`config.mk`:
```
export PLATFORM = sky130hd
export DESIGN_NAME = osc_cal_capture
export DESIGN_NICKNAME = d
export VERILOG_FILES = /design/src/rtl/ccap_pkg.sv /design/src/rtl/ccap_src_sel.sv /design/src/rtl/ccap_edge_sync.sv /design/src/rtl/ccap_core.sv /design/src/rtl/osc_cal_capture.sv
export SDC_FILE = /design/constraint.sdc
export NUM_CORES = 1
export LEC_CHECK = 0
export ABC_AREA = 1
export BUFFER_PORTS_ARGS = -buffer_cell sky130_fd_sc_hd__clkbuf_2
export CAP_MARGIN = 30
export CORE_AREA = 2 2 68 102
export CTS_CLUSTER_SIZE = 30
export DETAILED_ROUTE_END_ITERATION = 10
export DIE_AREA = 0 0 70 104
export PLACE_DENSITY_LB_ADDON = 0.05
export SLEW_MARGIN = 10
export SYNTH_ARGS = -nofsm -noshare
export SYNTH_HDL_FRONTEND = slang
export SYNTH_SLANG_ARGS = --single-unit
export TNS_END_PERCENT = 100
```
`constraint.sdc`:
```
create_clock -name clk -period 4.1 [get_ports clk]
set_input_delay 0.205 -clock clk [delete_from_list [all_inputs] [get_ports clk]]
set_output_delay 0.205 -clock clk [all_outputs]
set_load 0.005 [all_outputs]
```
`src/rtl/ccap_pkg.sv`:
```
package ccap_pkg;

    typedef enum logic [1:0] {
        CAL_SETTLE  = 2'd0,
        CAL_ARM     = 2'd1,
        CAL_MEASURE = 2'd2
    } cal_state_t;

    localparam logic [1:0] SRC_PIN    = 2'd0;
    localparam logic [1:0] SRC_RTC    = 2'd1;
    localparam logic [1:0] SRC_FASTDV = 2'd2;
    localparam logic [1:0] SRC_CLKOUT = 2'd3;

    localparam logic ADDR_CTRL   = 1'b0;
    localparam logic ADDR_RESULT = 1'b1;

endpackage

```
`src/rtl/ccap_src_sel.sv`:
```
module ccap_src_sel #(
    parameter int DIV_BITS  = 5,
    parameter int MUX_SEL_W = 3,
    localparam int MUX_N    = 1 << MUX_SEL_W
) (
    input  logic                 clk,
    input  logic                 rst_n,
    input  logic                 pin_in,
    input  logic                 rtc_in,
    input  logic                 fast_tick,
    input  logic [MUX_N-1:0]     clkout_in,
    input  logic [1:0]           remap,
    input  logic [MUX_SEL_W-1:0] out_sel,
    output logic                 ref_level
);
    import ccap_pkg::*;

    logic [DIV_BITS-1:0] div_q;
    logic                div_clk;
    logic                mux_clk;

    // Divider: top bit of a tick counter is the divided reference
    always_ff @(posedge clk or negedge rst_n) begin
        if (!rst_n)
            div_q <= '0;
        else if (fast_tick)
            div_q <= div_q + 1'b1;
    end

    assign div_clk = div_q[DIV_BITS-1];
    assign mux_clk = clkout_in[out_sel];

    always_comb begin
        unique case (remap)
            SRC_PIN:    ref_level = pin_in;
            SRC_RTC:    ref_level = rtc_in;
            SRC_FASTDV: ref_level = div_clk;
            SRC_CLKOUT: ref_level = mux_clk;
        endcase
    end


    div_step_chk: assert property (@(posedge clk) disable iff (!rst_n)
        !$stable(div_q) |-> $past(fast_tick));

endmodule

```
`src/rtl/ccap_edge_sync.sv`:
```
module ccap_edge_sync #(
    parameter int STAGES = 2
) (
    input  logic clk,
    input  logic rst_n,
    input  logic din,
    output logic rise
);
    logic [STAGES-1:0] sync_q;
    logic              last_q;

    generate
        for (genvar i = 0; i < STAGES; i++) begin : g_stage
            if (i == 0) begin : g_first
                always_ff @(posedge clk or negedge rst_n) begin
                    if (!rst_n) sync_q[0] <= 1'b0;
                    else        sync_q[0] <= din;
                end
            end else begin : g_next
                always_ff @(posedge clk or negedge rst_n) begin
                    if (!rst_n) sync_q[i] <= 1'b0;
                    else        sync_q[i] <= sync_q[i-1];
                end
            end
        end
    endgenerate

    always_ff @(posedge clk or negedge rst_n) begin
        if (!rst_n) last_q <= 1'b0;
        else        last_q <= sync_q[STAGES-1];
    end

    assign rise = sync_q[STAGES-1] & ~last_q;


    rise_single_chk: assert property (@(posedge clk) disable iff (!rst_n)
        rise |=> !rise);

endmodule

```
`src/rtl/ccap_core.sv`:
```
module ccap_core #(
    parameter int CNT_W      = 16,
    parameter int SETTLE_CYC = 3,
    localparam int SET_W     = (SETTLE_CYC > 1) ? $clog2(SETTLE_CYC) : 1
) (
    input  logic             clk,
    input  logic             rst_n,
    input  logic             rise,
    input  logic             rearm,
    input  logic             rd_clr,
    output logic [CNT_W-1:0] period_q,
    output logic             valid_q,
    output logic             ovf_q
);
    import ccap_pkg::*;

    cal_state_t       state_q, state_d;
    logic [SET_W-1:0] settle_q, settle_d;
    logic [CNT_W-1:0] cnt_q;
    logic [CNT_W-1:0] last_q;
    logic             cap_prime;
    logic             cap_meas;

    assign cap_prime = (state_q == CAL_ARM)     && rise && !rearm;
    assign cap_meas  = (state_q == CAL_MEASURE) && rise && !rearm;

    // Next-state logic
    always_comb begin
        state_d  = state_q;
        settle_d = settle_q;
        if (rearm) begin
            state_d  = CAL_SETTLE;
            settle_d = '0;
        end else begin
            unique case (state_q)
                CAL_SETTLE: begin
                    if (settle_q == SET_W'(SETTLE_CYC - 1))
                        state_d = CAL_ARM;
                    else
                        settle_d = settle_q + 1'b1;
                end
                CAL_ARM: begin
                    if (rise)
                        state_d = CAL_MEASURE;
                end
                CAL_MEASURE: state_d = CAL_MEASURE;
                default:     state_d = CAL_SETTLE;
            endcase
        end
    end

    // State register
    always_ff @(posedge clk or negedge rst_n) begin
        if (!rst_n) begin
            state_q  <= CAL_SETTLE;
            settle_q <= '0;
        end else begin
            state_q  <= state_d;
            settle_q <= settle_d;
        end
    end

    // Counter, capture and flags
    always_ff @(posedge clk or negedge rst_n) begin
        if (!rst_n) begin
            cnt_q    <= '0;
            last_q   <= '0;
            period_q <= '0;
            valid_q  <= 1'b0;
            ovf_q    <= 1'b0;
        end else begin
            cnt_q <= cnt_q + 1'b1;
            if (cap_prime || cap_meas)
                last_q <= cnt_q;
            if (cap_meas)
                period_q <= cnt_q - last_q;
            if (cap_meas)
                valid_q <= 1'b1;
            else if (rd_clr)
                valid_q <= 1'b0;
            if (cap_meas && valid_q && !rd_clr)
                ovf_q <= 1'b1;
            else if (rd_clr)
                ovf_q <= 1'b0;
        end
    end


    ovf_needs_valid_chk: assert property (@(posedge clk) disable iff (!rst_n)
        ovf_q |-> valid_q);


    rd_clear_chk: assert property (@(posedge clk) disable iff (!rst_n)
        (rd_clr && !cap_meas) |=> !valid_q);


    prime_step_chk: assert property (@(posedge clk) disable iff (!rst_n)
        cap_prime |=> (state_q == CAL_MEASURE) && !$rose(valid_q));


    rearm_settle_chk: assert property (@(posedge clk) disable iff (!rst_n)
        rearm |=> (state_q == CAL_SETTLE));


    valid_source_chk: assert property (@(posedge clk) disable iff (!rst_n)
        $rose(valid_q) |-> ($past(state_q) == CAL_MEASURE));

endmodule

```
`src/rtl/osc_cal_capture.sv`:
```
module osc_cal_capture #(
    parameter int CNT_W       = 16,
    parameter int SYNC_STAGES = 2,
    parameter int DIV_BITS    = 5,
    parameter int MUX_SEL_W   = 3,
    localparam int MUX_N      = 1 << MUX_SEL_W,
    localparam int CFG_W      = 2 + MUX_SEL_W,
    localparam int RD_W       = CNT_W + 2
) (
    input  logic             clk,
    input  logic             rst_n,
    input  logic             pin_in,
    input  logic             rtc_in,
    input  logic             fast_tick,
    input  logic [MUX_N-1:0] clkout_in,
    input  logic             bus_addr,
    input  logic             bus_wr,
    input  logic             bus_rd,
    input  logic [CFG_W-1:0] bus_wdata,
    output logic [RD_W-1:0]  bus_rdata
);
    import ccap_pkg::*;

    logic [1:0]           remap_q;
    logic [MUX_SEL_W-1:0] osel_q;
    logic                 ctrl_wr;
    logic                 res_rd;
    logic                 ref_level;
    logic                 ref_rise;
    logic [CNT_W-1:0]     period;
    logic                 valid;
    logic                 ovf;

    assign ctrl_wr = bus_wr && (bus_addr == ADDR_CTRL);
    assign res_rd  = bus_rd && (bus_addr == ADDR_RESULT);

    always_ff @(posedge clk or negedge rst_n) begin
        if (!rst_n) begin
            remap_q <= SRC_PIN;
            osel_q  <= '0;
        end else if (ctrl_wr) begin
            remap_q <= bus_wdata[1:0];
            osel_q  <= bus_wdata[CFG_W-1:2];
        end
    end

    ccap_src_sel #(
        .DIV_BITS  (DIV_BITS),
        .MUX_SEL_W (MUX_SEL_W)
    ) u_src (
        .clk       (clk),
        .rst_n     (rst_n),
        .pin_in    (pin_in),
        .rtc_in    (rtc_in),
        .fast_tick (fast_tick),
        .clkout_in (clkout_in),
        .remap     (remap_q),
        .out_sel   (osel_q),
        .ref_level (ref_level)
    );

    ccap_edge_sync #(
        .STAGES (SYNC_STAGES)
    ) u_sync (
        .clk   (clk),
        .rst_n (rst_n),
        .din   (ref_level),
        .rise  (ref_rise)
    );

    ccap_core #(
        .CNT_W      (CNT_W),
        .SETTLE_CYC (SYNC_STAGES + 1)
    ) u_core (
        .clk      (clk),
        .rst_n    (rst_n),
        .rise     (ref_rise),
        .rearm    (ctrl_wr),
        .rd_clr   (res_rd),
        .period_q (period),
        .valid_q  (valid),
        .ovf_q    (ovf)
    );

    always_comb begin
        if (bus_addr == ADDR_CTRL)
            bus_rdata = {{(RD_W-CFG_W){1'b0}}, osel_q, remap_q};
        else
            bus_rdata = {ovf, valid, period};
    end

endmodule

```
Word-level counts from Yosys, hierarchy flattened
Cells that the tools add are included.
- register bits: 67
- word-level logic and storage cells: 62
- add/subtract/negate cells: 4
- magnitude comparators: 1
- equal/unequal tests: 9
- multiplexer cells: 14
- bitwise operators: 3
- reductions and logical operators: 18
- operators with widths (operator ; count):
    two-way mux 18 bit ; 1
    adder 16 x 1 -> 16 bit (second input constant) ; 1
    subtractor 16 bit ; 1
    two-way mux 2 bit ; 6
    == test 2 bit (second input constant) ; 4
    logical AND 1 bit ; 8
    != test 3 x 1 -> 1 bit (second input constant) ; 2
    one-hot mux 2 bit (3 select lines) ; 1
    nonzero test 2 bit ; 3
    adder 5 x 1 -> 5 bit (second input constant) ; 1
    == test 2 x 1 -> 1 bit (second input constant) ; 2
    zero test 2 bit ; 2
    less-than comparator 3 x 4 -> 1 bit (second input constant) ; 1
    two-way mux 1 bit ; 4
    one-hot mux 1 bit (4 select lines) ; 1
    AND reduction 2 bit ; 2
    binary-select mux 1 bit (select 3 bit) ; 1
    adder 2 x 1 -> 2 bit (second input constant) ; 1
    zero test 1 bit ; 2
    != test 2 x 1 -> 1 bit (second input constant) ; 1
    NOT 1 bit ; 2
    bitwise AND 1 bit ; 1
    logical OR 1 bit ; 1

Longest topological paths before layout
Gate-level depths: netlist (run 1).
- depth after elaboration: 7
- gate-level depth with buffers: 12
- gate-level depth less buffers: 12

Modules after synthesis
Synthesis (run 1) repeated with hierarchy kept, for this count alone.
- cell total of the unflattened synthesis: 529
- area total of the unflattened synthesis: 3967.6 µm²
- by module, submodules not included (module ; instances ; cells an instance ; area an instance (µm²) ; seq. area each (µm²)):
    ccap_core ; 1 ; 412 ; 3150.5 ; 1351.3
    osc_cal_capture ; 1 ; 69 ; 407.9 ; 125.1
    ccap_src_sel ; 1 ; 43 ; 324.1 ; 125.1
    ccap_edge_sync ; 1 ; 5 ; 85.1 ; 75.1

Least setup slack after synthesis (run 1)
No wires, ideal clock.
- path type: reg-to-reg
- from: reg u_core.cnt_q[0]
- to: reg u_core.period_q[12]
- setup time: 0.117 ns
- arrival time: 1.557 ns
- setup slack: 2.426 ns
- stages on the path, launching flop included: 12
- path buffers: 0
- path through: dfrtp_1 -> inv_1 -> ha_1 -> fa_1 -> inv_1 -> nand3_1 -> nand3_1 -> nand3_1 -> nand3_1 -> nand2_1 -> nand3_1 -> nand2_1
- word-level cells in the longest chain between the ends: 1
- ends and longest elaborated chain (item ; RTL line ; RTL):
    start: declaration ; ccap_core.sv:19 ; logic [CNT_W-1:0] cnt_q;
    start signal: assignment ; ccap_core.sv:72 ; cnt_q <= cnt_q + 1'b1;
    subtractor 16 bit ; ccap_core.sv:76 ; period_q <= cnt_q - last_q;
    end signal: assignment ; ccap_core.sv:76 ;
    end: declaration ; ccap_core.sv:11 ; output logic [CNT_W-1:0] period_q,
Every way passes these cells.
A chain may end at the register's enable or synchronous reset.

Worst setup path after layout (run 1)
Ends and elaborated chain as after synthesis.

==> metrics.md, run 1 <==
| Metric | Value |
|---|---|
| Global placer's final weighted congestion | `~0.86` |
| Die H | `104 µm` |
| CTS Buffer Depth | `2` |
| Final Slew Violations | `0` |
| Root Buffer | `clkbuf_8` |
| Vias | `3175` |
| Final WL | `7331 µm` |
| GRT Total Usage | `22.70%` |
| Commonest non-fill, non-tap cell in the layout | `nand2_1` |
| Most common cell on crit path | `nand3_1` |
| P_sw | `0.8484 mW` |
| FF+latch count, synth | `between 60 and 70` |
| Max stage delay on crit path | `~0.40 ns` |
| Crit Path Max Fanout | `3` |
| Antenna Nets Post-Route | `0` |
| Setup Buffers After CTS | `0` |
| Skew final | `0.009058 ns` |
| Register-to-register setup slack | `2.19 ns` |
| CP Capture Type | `register` |
| Setup Crit Path Kind | `register to register` |
| Sink Count | `67` |
| Synth-to-Final Area Change | `11.98%` |
| FF-to-FF Start | `u_core.cnt_q[0]` |
| Register-to-Register Path Depth | `11` |
| Clk pin slew, worst setup/hold paths | `0.08 ns` |
| Hpwl dp | `around 5600 µm` |
| Placed Area | `4193 µm²` |
| RSZ-0062 raised after global routing | `no` |
| Final #Nets | `600` |
| Largest net degree at the start of global routing | `68` |
| Die span in x | `approximately 70 µm` |
| LEAKAGE | `2.502 nW` |
| Switching share of total power | `34.90%` |
| Number of gates resized after CTS | `0` |
| Internal power | `1.583 mW` |
| Boundary Pins | `39` |
| Final setup violation count | `0` |
| Critical Path Source Type | `register` |
| Fmax | `between 500 and 600 MHz` |
| Final-report hold violation count | `0` |
| Syn Area/Cell | `7.674 µm²` |
| Die area | `7280 µm²` |
| Slew @ Worst Pin | `0.8549 ns` |
| Pwr dens | `547.2 nW/µm²` |
| Routed len/inst | `around 11 µm` |
| Sequential Power Share | `about two fifths` |
| Hold Crit Class | `input pin to async pin` |
| DR iter-0 viols | `197` |
| Worst EP arrival | `approximately 2.2 ns` |
| Hold_buf cts | `0` |
| Diode count | `0` |
| Max cap viols | `0` |
| Worst VDD drop | `357.2 µV` |
| Critical-path top delay cell | `fa_1` |
| Critical path required time | `4.35 ns` |
| Fin crit period | `about 1.9 ns` |
| Global route overflow | `0` |
| Yosys warnings | `0` |
| Count of cell types in the netlist | `37` |
| DR DRC count | `0` |
| Tcrit/Tclk final | `46.48%` |
| Mapped Nets | `560` |
| Worst-skew pair later-pin latency | `0.36 ns` |
| Port Buffers | `38` |
| Vias in the first global route | `3146` |
| CTS H-Tree Depth | `3` |
| Vias/cell | `approximately 5` |
| Post-Route Utilization | `69.46%` |
| Status | `completed` |
| Synthesized cell area | `3968 µm²` |
| Setup_tns | `0 ns` |
| Post-route cell area | `4443 µm²` |
| Rel. slew slack | `43.01%` |
| Worst hold margin | `roughly 0.012 ns` |
| Reg2reg end | `u_core.period_q[12]` |
| Core box area | `6396 µm²` |
| TritonRoute pass-1 iters | `4` |
| Combinational Power Share | `33.4%` |
| Seq/Total Area, Yosys | `42.26%` |
| Global-route wire length before repair | `between 10000 and 15000 µm` |
| Post-Syn Instances | `517` |
| FILL cells | `554` |
| CTS Buf Count | `9` |
| Share of cells above drive strength 1 | `13.35%` |
| TritonCTS clock tree | `yes` |
| Commonest non-fill, non-tap cells in the layout | `167 x nand2_1, 98 x inv_1, 67 x dfrtp_1, 37 x clkbuf_2, 31 x nand3_1` |
| Clock share of power | `28.0%` |
| Initial Utilization | `62.03%` |
| CP cell instances | `inv_1, ha_1, fa_1, inv_1, nand3_1, nand3_1, nand3_1, nand3_1, nand2_1, nand3_1, nand2_1` |
| Num rows | `36` |
| Initial antenna violation count | `0` |
[worst max-delay path: cells and delay by family, from the launching register on]
family	cells	cell delay [ns]
adder cells (fa/ha/maj)	2	0.61
buffers and inverters	2	0.19
AND/OR/NAND/NOR	7	0.62
flip-flops	1	0.38
[power by group through the flow]
| stage | sequential, mW | combinational [mW] | clock [mW] |
|---|---|---|---|
| 2_1_floorplan | 0.926 | 0.638 | 0 |
| 3_3_place_gp | 0.944 | 0.791 | 0 |
| 3_5_place_dp | 0.951 | 0.817 | 0 |
| 4_1_cts | 0.940 | 0.823 | 0.689 |
| 5_1_grt | 0.959 | 0.953 | 0.711 |
| 6_report | 0.939 | 0.812 | 0.679 |
[cells by family (layout without fill, tap and decap cells)]
kind of cell	after synthesis	after routing	share of synthesized area, %
xor+xnor	22	22	4.856
compound gates	52	52	7.663
buf+inv	109	154	11.13
fa+ha+maj	22	22	7.127
flops	67	67	42.26
simple gates	244	244	26.68
mux	1	1	0.2838
[state kept, by name, summed over array words and instances, names as in the netlist]
signal           count
u_core.ovf_q         1
u_src.div_q          5
u_core.settle_q      2
u_core.last_q       16
osel_q               3
u_sync.last_q        1
u_core.cnt_q        16
u_core.valid_q       1
remap_q              2
u_sync.sync_q        2
u_core.state_q       2
u_core.period_q     16
[stage by stage]
step	cells	total power [mW]	setup WS [ns]
6_report	638	2.431	2.194
5_1_grt	638	2.624	2.008
4_1_cts	638	2.451	2.176
3_5_place_dp	622	1.768	1.984
3_3_place_gp	622	1.735	2.091
2_1_floorplan	517	1.564	2.426
[layer usage]
layer	routed length, µm	vias to the layer above	track usage (%)	part of all wire, %
li1	-	1671	-	-
met1	3349	1430	26.61	46
met2	3518	60	39.05	48
met3	258	14	3.876	3.5
met4	204	0	12.23	2.8
met5	0	-	0	0
[synthesized netlist by cell type (all sizes together)]
| library cell | instances | area (µm²) |
|---|---|---|
| clkbuf | 3 | 11.26 |
| xnor2 | 5 | 43.79 |
| o21ai | 36 | 195.2 |
| inv | 99 | 374.1 |
| o211ai | 1 | 7.510 |
| dfrtp | 67 | 1677 |
| or2 | 4 | 25.03 |
| nand4 | 5 | 31.28 |
| nand3 | 33 | 175.2 |
| fa | 1 | 20.02 |
| nand3b | 2 | 15.01 |
| and2 | 1 | 6.260 |
| nor3 | 7 | 51.30 |
| mux2 | 1 | 11.26 |
| a31oi | 2 | 27.53 |
| o22ai | 1 | 6.260 |
| buf | 7 | 56.30 |
| nand2 | 168 | 638.1 |
| xor2 | 17 | 148.9 |
| ha | 21 | 262.8 |
| a21oi | 12 | 67.57 |
| nor2 | 24 | 116.4 |
[how the worst max path moves through the flow]
stage	cells after the start	endpoint	startpoint	slack (ns)
after floorplan	11	u_core.period_q[12]	u_core.cnt_q[0]	2.43
after global placement	8	u_core.last_q[15]	bus_addr	2.09
after detailed placement	7	u_core.last_q[4]	bus_addr	1.98
after CTS	11	u_core.period_q[12]	u_core.cnt_q[0]	2.18
after global routing	11	u_core.period_q[12]	u_core.cnt_q[0]	2.01
final	11	u_core.period_q[12]	u_core.cnt_q[0]	2.19
[cell type report]
type | count | area [µm²] | area share [%]
Timing Repair Buffer | 39 | 197.7 | 4.449
Clock buffer | 10 | 137.6 | 3.098
Multi-Input combinational cell | 341 | 1849 | 41.62
Sequential cell | 67 | 1677 | 37.74
Tap cell | 76 | 95.09 | 2.140
Clock inverter | 6 | 112.6 | 2.534
Inverter | 99 | 374.1 | 8.420
(Power assumes the default switching activity.)
==> run 2, diff against run 1 <==
CORE_AREA = 2 2 73 110   (was 2 2 68 102)
DIE_AREA = 0 0 75 112   (was 0 0 70 104)
clock period = 1.55 ns   (was 4.1 ns; I/O delays follow)
==> run 2 against run 1 <==
Compared with the run above: the flow now finishes with violations (setup timing); design area rose by 22%; sequential power rose to 2.7 times the previous value; fmax rose by 19%; worst hold slack improved by 0.012 ns; sequential cell count did not move; final cell count rose by 14%; critical path depth fell by 1; register-to-register slack got worse by 2.2 ns; setup slack got worse by 2.2 ns; largest power group is now combinational cells.
==> metrics.md, run 2 (synthesized netlist as in run 1, its figures left out) <==
| Metric | Value |
|---|---|
| Status | `complete, but fails checks` |
| Failing checks | `setup timing` |
| Core box area | `7466 µm²` |
| Setup WS pre-CTS | `-0.1503 ns` |
| Register-to-Register Path Depth | `10` |
| Combinational Power Share | `between 40% and 50%` |
| GRT Total Usage | `21.84%` |
| Register-to-register setup slack | `-0.05 ns` |
| Tcrit/Tclk final | `102.9%` |
| Vias in the first global route | `3370` |
| Clk pin slew, worst setup/hold paths | `0.06 ns` |
| Final-report hold violation count | `0` |
| Worst hold margin | `0.02344 ns` |
| Num rows | `39` |
| Setup Crit Path Kind | `register to register` |
| Critical Path Source Type | `register` |
| CTS H-Tree Depth | `3` |
| Final setup violation count | `4` |
| Max stage delay on crit path | `0.41 ns` |
| Placed Cells | `689` |
| Sink Count | `67` |
| Max cap viols | `0` |
| Initial Utilization | `~53%` |
| Routed len/inst | `12.47 µm` |
| Commonest non-fill, non-tap cell in the layout | `nand2_1` |
| FILL cells | `597` |
| FF-to-FF Start | `u_core.last_q[0]` |
| Global placer's final weighted congestion | `0.8833` |
| Rel. slew slack | `76.06%` |
| Critical path required time | `1.77 ns` |
| Root Buffer | `clkbuf_16` |
| Slew @ Worst Pin | `0.3592 ns` |
| Global-route wire length before repair | `14200 µm` |
| DR iter-0 viols | `155` |
| Die area | `8400 µm²` |
| CP Capture Type | `register` |
| Final #Nets | `663` |
| P_sw | `2.636 mW` |
| Internal power | `4.952 mW` |
| Hold Path Sink | `u_core.ovf_q` |
| Most common cell on crit path | `nand3_2` |
| WP buf/inv | `1` |
| Worst VDD drop | `886.3 µV` |
| Global route overflow | `0` |
| Die span in x | `between 70 and 80 µm` |
| Critical Path Stages | `10` |
| CP cell instances | `ha_4, fa_2, inv_2, nand3_2, nand3_4, nand3_2, nand3_2, nand2_1, nand3_1, nand2_1` |
| Reg2reg end | `u_core.period_q[12]` |
| Vias/cell | `4.824` |
| Top flop regs | `u_core.cnt_q (16), u_core.last_q (16), u_core.period_q (16)` |
| Hold Startpoint | `bus_rd` |
| Post-Route Utilization | `72.67%` |
| Final WL | `9067 µm` |
| Fin crit period | `1.596 ns` |
| Fmax | `626.7 MHz` |
| Worst EP arrival | `1.81 ns` |
| Largest net degree at the start of global routing | `68` |
| Hpwl dp | `5976 µm` |
| CTS Buffer Depth | `2` |
| Vias | `3507` |
| Hold depth | `4` |
| Initial antenna violation count | `0` |
| Diode count | `0` |
| Synth-to-Final Area Change | `36.74%` |
| LEAKAGE | `2.895 nW` |
| Boundary Pins | `39` |
| Skew final | `around 0.0045 ns` |
| Non-filler cells, final | `727` |
| Sequential Power Share | `33.0%` |
| Clock share of power | `26.5%` |
| Final worst-path setup slack | `-0.04565 ns` |
| CTS Buf Count | `9` |
| Port Buffers | `38` |
| RSZ-0062 raised after global routing | `yes` |
| DR DRC count | `0` |
| Crit path max-delay family | `adder cells` |
| Switching share of total power | `34.74%` |
| Pwr dens | `around 1400 nW/µm²` |
| Worst-skew pair later-pin latency | `0.33 ns` |
| TritonRoute pass-1 iters | `5` |
| Final Slew Violations | `0` |
| TritonCTS clock tree | `yes` |
| Commonest non-fill, non-tap cells in the layout | `149 x nand2_1, 89 x inv_1, 67 x dfrtp_1, 50 x buf_4, 37 x clkbuf_2` |
| Share of cells above drive strength 1 | `30.24%` |
| Antenna Nets Post-Route | `0` |
| Crit Path Max Fanout | `3` |
| Die H | `112 µm` |
| Critical-path top delay cell | `dfrtp_1` |
| Hold Crit Class | `input pin to register` |
## run 2: cell types whose count changed in the layout (fill, tap and decap cells not counted), sizes merged
| cell | before | now |
|---|---|---|
| buf | 2 | 56 |
| clkinv | 0 | 3 |
| clkinvlp | 3 | 1 |
| bufinv | 3 | 1 |
| dlygate4sd3 | 0 | 7 |
| clkbuf | 47 | 50 |
## run 2: worst max path at each step
| stage | start | end | slack [ns] |
|---|---|---|---|
| after floorplan | u_core.cnt_q[0] | u_core.period_q[12] | -0.01 |
| after global placement | u_core.last_q[3] | u_core.period_q[5] | -0.15 |
| after detailed placement | u_core.last_q[3] | u_core.period_q[5] | -0.15 |
| after CTS | u_core.cnt_q[0] | u_core.period_q[12] | -0.08 |
| after global routing | u_core.cnt_q[2] | u_core.period_q[14] | -0.14 |
| final | u_core.last_q[0] | u_core.period_q[12] | -0.05 |
## run 2: stage by stage
step / setup TNS [ns] / total power [mW] / instance area (µm²)
after detailed placement: -1.062 / 4.974 / 4581
after CTS: -0.3804 / 7.235 / 5101
after floorplan: -0.01031 / 4.161 / 3990
final: -0.1061 / 7.588 / 5425
after global routing: -1.747 / 8.147 / 5425
after global placement: -0.7783 / 4.914 / 4581
## run 2: worst register-to-register path: stages, from the launching register on
cell     delay, ns
dfrtp_1       0.41
ha_4          0.18
fa_2          0.34
inv_2         0.08
nand3_2       0.08
nand3_4       0.08
nand3_2       0.08
nand3_2       0.07
nand2_1       0.05
nand3_1       0.07
nand2_1       0.06
## run 2: power groups by stage
| stage | Clock, mW | Combinational, mW | Sequential [mW] |
|---|---|---|---|
| 2_1_floorplan | 0 | 1.71 | 2.45 |
| 3_3_place_gp | 0 | 2.41 | 2.50 |
| 3_5_place_dp | 0 | 2.45 | 2.52 |
| 4_1_cts | 2.04 | 2.69 | 2.50 |
| 5_1_grt | 2.11 | 3.47 | 2.57 |
| 6_report | 2.01 | 3.08 | 2.50 |
## run 2: layer usage
| layer | vias to the layer above | track usage [%] | share of wire (%) |
|---|---|---|---|
| met5 | - | 0 | 0 |
| met4 | 0 | 10.36 | 2.0 |
| met3 | 15 | 4.434 | 2.9 |
| met2 | 67 | 37.25 | 54 |
| met1 | 1634 | 25.31 | 42 |
| li1 | 1791 | - | - |
## run 2: cell type report
class | count | area [µm²] | share of cell area [%]
sequential | 67 | 1677 | 30.90
clock inverter | 5 | 52.55 | 0.9686
timing repair buffer | 102 | 768.2 | 14.16
clock buffer | 11 | 242.7 | 4.474
inverter | 99 | 374.1 | 6.896
tap | 102 | 127.6 | 2.352
multi-input combinational | 341 | 2183 | 40.24
## run 2: what timing repair did
item / in CTS / in global routing
endpoints found under the setup margin: 14 / 20
hold buffers: 7 / 0
pin swaps: 4 / 15
hold endpoints to repair: 73 / 0
buffers inserted: 2 / 11
gates resized for setup: 27 / 45
cloned: 0 / 2
